$ cat src/rtl/cmdif_pkg.sv
package cmdif_pkg;
  localparam int CMD_W  = 16;
  localparam int DATA_W = 8;
  localparam int NREG   = 64;
  localparam int ADDR_W = $clog2(NREG);
  localparam int CNT_W  = $clog2(CMD_W);
  localparam logic [DATA_W-1:0] REG0_INIT = 8'h01;

  typedef enum logic [1:0] {
    OP_WRITE = 2'b00,
    OP_STALL = 2'b01,
    OP_FRAME = 2'b10,
    OP_CTRL  = 2'b11
  } op_e;

  function automatic op_e cmd_op(input logic [CMD_W-1:0] w);
    return op_e'(w[CMD_W-1 -: 2]);
  endfunction

  function automatic logic [ADDR_W-1:0] cmd_addr(input logic [CMD_W-1:0] w);
    return w[DATA_W +: ADDR_W];
  endfunction

  function automatic logic [DATA_W-1:0] cmd_data(input logic [CMD_W-1:0] w);
    return w[DATA_W-1:0];
  endfunction

  // control write: same data with the echo-enable bit cleared
  function automatic logic [DATA_W-1:0] ctrl_value(input logic [DATA_W-1:0] d);
    return d & ~{{(DATA_W-1){1'b0}}, 1'b1};
  endfunction
endpackage

$ cat src/rtl/cmd_shifter.sv
module cmd_shifter
  import cmdif_pkg::*;
(
  input  logic             clk,
  input  logic             rst_n,
  input  logic             bit_in,
  input  logic             accept,
  input  logic             first,
  output logic             word_done,
  output logic [CMD_W-1:0] word
);
  logic [CMD_W-2:0] sh_q;
  logic [CNT_W-1:0] cnt_q;
  localparam logic [CNT_W-1:0] LAST = CNT_W'(CMD_W - 1);

  assign word      = {sh_q, bit_in};
  assign word_done = accept && !first && (cnt_q == LAST);

  always_ff @(posedge clk or negedge rst_n) begin
    if (!rst_n) begin
      sh_q  <= '0;
      cnt_q <= '0;
    end else if (accept) begin
      sh_q <= {sh_q[CMD_W-3:0], bit_in};
      if (first)          cnt_q <= CNT_W'(1);
      else if (word_done) cnt_q <= '0;
      else                cnt_q <= cnt_q + CNT_W'(1);
    end
  end


  bit_count_chk: assert property (@(posedge clk) disable iff (!rst_n)
    !accept |=> $stable(cnt_q));

  first_restart_chk: assert property (@(posedge clk) disable iff (!rst_n)
    (accept && first) |=> (cnt_q == CNT_W'(1)));
endmodule

$ cat src/rtl/stall_timer.sv
module stall_timer #(
  parameter int CYCLES = 20
)(
  input  logic clk,
  input  logic rst_n,
  input  logic start,
  output logic ready
);
  localparam int TW = $clog2(CYCLES + 1);
  logic [TW-1:0] cnt_q;

  assign ready = (cnt_q == '0);

  always_ff @(posedge clk or negedge rst_n) begin
    if (!rst_n)          cnt_q <= '0;
    else if (start)      cnt_q <= TW'(CYCLES);
    else if (cnt_q != 0) cnt_q <= cnt_q - TW'(1);
  end


  stall_origin_chk: assert property (@(posedge clk) disable iff (!rst_n)
    $fell(ready) |-> $past(start));

  stall_enter_chk: assert property (@(posedge clk) disable iff (!rst_n)
    start |=> !ready);
endmodule

$ cat src/rtl/cfg_regfile.sv
module cfg_regfile
  import cmdif_pkg::*;
(
  input  logic                   clk,
  input  logic                   rst_n,
  input  logic                   we,
  input  logic [ADDR_W-1:0]      waddr,
  input  logic [DATA_W-1:0]      wdata,
  output logic [NREG*DATA_W-1:0] flat
);
  logic [NREG-1:0] sel;

  for (genvar a = 0; a < NREG; a++) begin : g_reg
    localparam logic [DATA_W-1:0] INIT = (a == 0) ? REG0_INIT : '0;
    logic [DATA_W-1:0] q;
    assign sel[a] = we && (waddr == ADDR_W'(a));
    always_ff @(posedge clk or negedge rst_n) begin
      if (!rst_n)      q <= INIT;
      else if (sel[a]) q <= wdata;
    end
    assign flat[a*DATA_W +: DATA_W] = q;
  end


  single_write_chk: assert property (@(posedge clk) disable iff (!rst_n)
    $onehot0(sel));

  hold_chk: assert property (@(posedge clk) disable iff (!rst_n)
    !we |=> $stable(flat));
endmodule

$ cat src/rtl/serial_cfg_port.sv
module serial_cfg_port
  import cmdif_pkg::*;
#(
  parameter int STALL_CYCLES = 20,
  parameter int LANES        = 2
)(
  input  logic                   clk,
  input  logic                   rst_n,
  input  logic                   cmd_bit,
  input  logic                   cmd_valid,
  input  logic                   cmd_first,
  input  logic                   readout_busy,
  output logic                   cmd_ready,
  output logic                   frame_start,
  output logic [LANES-1:0]       lane_out,
  output logic [NREG*DATA_W-1:0] cfg_flat
);
  logic             accept, word_done;
  logic [CMD_W-1:0] word;
  op_e              op;
  logic             wr_dec, ctl_dec, stall_dec, frame_dec;
  logic             reg_we;
  logic [ADDR_W-1:0] reg_addr;
  logic [DATA_W-1:0] reg_data;
  logic             echo_q, pend_q, echo_en;

  assign accept = cmd_valid && cmd_ready;

  cmd_shifter u_shift (
    .clk(clk), .rst_n(rst_n), .bit_in(cmd_bit), .accept(accept),
    .first(cmd_first), .word_done(word_done), .word(word)
  );

  assign op        = cmd_op(word);
  assign wr_dec    = word_done && (op == OP_WRITE);
  assign ctl_dec   = word_done && (op == OP_CTRL);
  assign stall_dec = word_done && (op == OP_STALL);
  assign frame_dec = word_done && (op == OP_FRAME);

  assign reg_we   = wr_dec || ctl_dec;
  assign reg_addr = ctl_dec ? '0 : cmd_addr(word);
  assign reg_data = ctl_dec ? ctrl_value(cmd_data(word)) : cmd_data(word);

  stall_timer #(.CYCLES(STALL_CYCLES)) u_stall (
    .clk(clk), .rst_n(rst_n), .start(stall_dec), .ready(cmd_ready)
  );

  cfg_regfile u_regs (
    .clk(clk), .rst_n(rst_n), .we(reg_we), .waddr(reg_addr),
    .wdata(reg_data), .flat(cfg_flat)
  );

  assign echo_en  = cfg_flat[0];
  assign lane_out = echo_en ? {LANES{echo_q}} : '0;

  always_ff @(posedge clk or negedge rst_n) begin
    if (!rst_n)      echo_q <= 1'b0;
    else if (accept) echo_q <= cmd_bit;
  end

  assign frame_start = pend_q && !readout_busy;

  always_ff @(posedge clk or negedge rst_n) begin
    if (!rst_n) pend_q <= 1'b0;
    else        pend_q <= frame_dec || (pend_q && !frame_start);
  end


  frame_pulse_chk: assert property (@(posedge clk) disable iff (!rst_n)
    frame_start |=> !frame_start);

  frame_cause_chk: assert property (@(posedge clk) disable iff (!rst_n)
    frame_start |-> ($past(frame_dec) || $past(readout_busy)));

  ctrl_exit_chk: assert property (@(posedge clk) disable iff (!rst_n)
    ctl_dec |=> (lane_out == '0));

  echo_follow_chk: assert property (@(posedge clk) disable iff (!rst_n)
    (accept && echo_en && !reg_we) |=> (lane_out == {LANES{$past(cmd_bit)}}));
endmodule

$ cat config.mk
export PLATFORM = sky130hd
export DESIGN_NAME = serial_cfg_port
export DESIGN_NICKNAME = d
export VERILOG_FILES = /design/src/rtl/cmdif_pkg.sv /design/src/rtl/cmd_shifter.sv /design/src/rtl/stall_timer.sv /design/src/rtl/cfg_regfile.sv /design/src/rtl/serial_cfg_port.sv
export SDC_FILE = /design/constraint.sdc
export NUM_CORES = 1
export LEC_CHECK = 0
export ABC_AREA = 1
export CAP_MARGIN = 40
export CORE_MARGIN = 3
export CORE_UTILIZATION = 49
export DETAILED_ROUTE_END_ITERATION = 6
export PLACE_DENSITY = 0.79
export SYNTH_ARGS = -nofsm -noshare
export SYNTH_HDL_FRONTEND = slang
export SYNTH_SLANG_ARGS = --single-unit
$ cat constraint.sdc
create_clock -name clk -period 2.2 [get_ports clk]
set_input_delay 0.66 -clock clk [delete_from_list [all_inputs] [get_ports clk]]
set_output_delay 0.66 -clock clk [all_outputs]
set_load 0.03 [all_outputs]
==> results.md <==
- Footprint of the multi-input gates: about 8900 µm²
- Final Cycle Share: 1.09
- Slowest CP cell: dfrtp_1
- Ports: 522
- Initial antenna violation count: 1
- Worst reg2reg path startpoint: u_stall.cnt_q[0]
- CTS clk-pin slew, worst paths: 0.06 ns
- Die area: 47000 µm²
- Setup Skew: slightly below 0.02 ns
- Pleak: roughly 20 nW
- Area Overhead vs Synth: 55.4%
- Yosys top cell area share: 0.616
- Hold wc startpoint: u_regs.g_reg[0].q[5]
- CP most frequent cell: nor2_4
- Slew @ Worst Pin: 0.826 ns
- Critical path class: reg -> reg
- Synth Register Bits: approximately 540
- Vias: roughly 22000
- CP Capture Type: register
- Final-report hold violation count: 0
- DR top layer: met5
- Crit-path max FO: 6
- Core area: about 43000 µm²
- Post-synth top cells: nand2_1, dfrtp_1, nand3_1, clkbuf_1, buf_2
- Die Span Y: 217 µm
- CP Launch Type: register
- Grt ovf: 0
- DP Wirelength: about 54 mm
- Synth area leaders: dfrtp_1, nand2_1, nand3_1
- Met1 Wirelength: 31.3 mm
- PwrDens: between 700 and 800 nW/µm²
- Num CTS Buffers: 53
- Design Power: 25.7 mW
- Max-Cap Viols: 0
- WL per Instance: about 24 µm
- Worst path max stage delay: approximately 0.39 ns
- Total track usage: 0.377
- FFs w/ async S/R, synth: 1.00
- Min-Delay Path Class: reg -> reg
- Clock latency on the worst-skew pair: approximately 0.6 ns
- Iteration count of the initial detailed-routing pass: 7
- Standard-cell rows: 76
- # DRC: 1
- Area leader, netlist: dfrtp_1
- Final setup fails: roughly 450
- Slew margin rel.: 0.449
- Hold Worst Slack: about 0.46 ns
- DRT iter0 DRCs: ~2600
- DIE WIDTH: roughly 220 µm
- Cells after Synth: ~2400
- Wire length on met2: approximately 44 mm
- Failing checks: design-rule violations, negative setup slack
- Initial Utilization: 0.501
- CP startpoint: u_stall.cnt_q[0]
- CTS H-tree depth: 2
- CP cell instances: inv_2 -> ha_4 -> inv_2 -> nor2_4 -> nand3_2 -> nor2_4 -> nand3_4 -> buf_4 -> nand2_2 -> nand2_4 -> buf_6 -> nor2_4 -> buf_12 -> buf_16 -> buf_8 -> nand3_1 -> nand2_1
- Nets: between 3000 and 4000
- First-pass GRT wire length: approximately 140 mm
- Antenna cells: 0
- Worst Path Required: roughly 2.7 ns
- Outcome: finished with violations
- Syn_nets: roughly 2400
- RePlAce Congestion: between 0.9 and 1
- RSZ-0062 raised after global routing: yes
- CP delay by family, top: simple AND/OR/NAND/NOR gates
- WL final: a little over 90 mm
- Leading cell type by number of instances after synthesis: nand2_1
- Syn. warnings: 0
- CTS tree: yes
- Routed vias/inst: a little under 6
- Largest net degree at the start of global routing: a little over 90
- Met3 wire length: roughly 11 mm
- Predominant post-synthesis flop cell: dfrtp_1
- Final setup margin: -0.195 ns
- Fraction of layout cells with a size suffix above 1: 0.225
- Minimum clock period: between 2 and 2.5 ns
- Vias in the first global route: between 20000 and 25000
- CTS Buffer Depth: 3
- Number of synthesized flops with an enable pin: 0
- Port Buffer Count: roughly 520
- Seq/Total Area, Yosys: 0.617
- Max Fclk: roughly 420 MHz
- Post-synthesis cell area: between 20000 and 25000 µm²
- Fillers: 2745
- CP bufs+invs: 7
- Post-route ant nets: 0
- Final Max Tran Viols: 0
- Data arrival, critical path: a little under 3 ns
- Sequential cell area: about 13000 µm²
- Max IR drop VDD: around 0.68 mV
- Avg Synthesized Cell Area: between 8 and 9 µm²
- Synth cell types: 34
- CTS root buf: clkbuf_16
- CTS sink count: roughly 540
## logic make-up (layout without fill, tap and decap cells)
logic type	count (synthesis)	after routing	share of synthesized area
adder cells (fa/ha/maj)	3	3	0.00172
buffers and inverters	197	981	0.0422
AND/OR/NAND/NOR	1661	1664	0.328
AO/OA/AOI/OAI	37	37	0.00954
flip-flops	537	537	0.617
XOR/XNOR	3	3	0.00121
## path summary, 6_finish.rpt
check | to | slack, ns | cells after the start
setup / recovery | u_regs.g_reg[12].q[6] | -0.20 | 17
hold / removal | u_regs.g_reg[0].q[5] | 0.46 | 2
setup reg to reg | u_regs.g_reg[12].q[6] | -0.20 | 17
hold reg to reg | u_regs.g_reg[0].q[5] | 0.46 | 2
max in group asynchronous | u_regs.g_reg[7].q[0] | 0.74 | 4
min in group asynchronous | u_regs.g_reg[18].q[2] | 0.50 | 2
## layer usage
metal | GRT usage | up-vias
met5 | 0 | -
met4 | 0.217 | 2
met3 | 0.0973 | 403
met2 | 0.627 | 1669
met1 | 0.446 | 10900
li1 | - | 9352
## per-stage QoR
stage	std cells	worst slack [ns]	setup TNS [ns]	cell area (µm²)	utilization
finish	3810	-0.195	-31.38	33800	0.779
global route	3810	-0.266	-79.24	33800	0.779
CTS	3804	-0.176	-13.90	33300	0.767
detailed placement	3575	-0.786	-285.67	28900	0.665
global placement	3575	-0.675	-255.19	28900	0.665
floorplan	2438	0.162	0	21800	-
## power by group
| group | total [mW] | switching, mW | internal [mW] |
|---|---|---|---|
| Clock | 9.13 | 3.87 | 5.26 |
| Sequential | 10.5 | 0.411 | 10.1 |
| Combinational | 6.08 | 4.14 | 1.94 |
## worst register-to-register path, delay by kind of cell (launching register included)
kind / cells / cell delay, ns
adder cells (fa/ha/maj): 1 / 0.12
flip-flops: 1 / 0.39
AND/OR/NAND/NOR: 9 / 0.99
buffers and inverters: 7 / 0.82
## flip-flops by register name (all words and copies together) (netlist names)
register and cells:
pend_q 1, u_shift.cnt_q 4, u_regs.g.q 512, u_stall.cnt_q 5
u_shift.sh_q 15
## timing repair
action                                   CTS  global route
gates cloned                              32             2
resized for setup                        910           131
hold buffers                               1             0
pin swaps                                145            81
endpoints found under the setup margin  1018           514
buffers inserted                         107            17
endpoints found under the hold margin     19             0
## area by class of cell
type / instances / area share
Sequential cell: 537 / 0.397
Tap cell: 585 / 0.0216
Multi-Input combinational cell: 1707 / 0.262
Timing Repair Buffer: 863 / 0.265
Clock inverter: 13 / 0.00433
Inverter: 27 / 0.00300
Clock buffer: 78 / 0.0464
## cell usage in the layout, fill, tap and decap left out, types with 4 or more instances in the layout
| cell | netlist | final |
|---|---|---|
| clkbuf_1 | 80 | 10 |
| inv_2 | 2 | 6 |
| o21ai_0 | 21 | 21 |
| buf_4 | 25 | 159 |
| clkbuf_8 | 0 | 15 |
| nor2_4 | 16 | 24 |
| dfrtp_1 | 536 | 529 |
| dlygate4sd2_1 | 0 | 511 |
| buf_8 | 0 | 29 |
| nand2_8 | 0 | 19 |
| buf_6 | 1 | 63 |
| o21ai_1 | 7 | 7 |
| clkinv_2 | 0 | 8 |
| buf_16 | 0 | 24 |
| clkdlybuf4s50_1 | 0 | 4 |
| dfrtp_2 | 0 | 7 |
| clkbuf_16 | 0 | 55 |
| nand3_4 | 3 | 12 |
| inv_1 | 25 | 21 |
| nand3_2 | 4 | 78 |
| nand2_2 | 1 | 104 |
| nand2_4 | 1 | 38 |
| nand2_1 | 1109 | 950 |
| nand3_1 | 511 | 428 |
| nor2_1 | 6 | 5 |
| buf_12 | 0 | 69 |
Power figures use the tool's default switching activity.
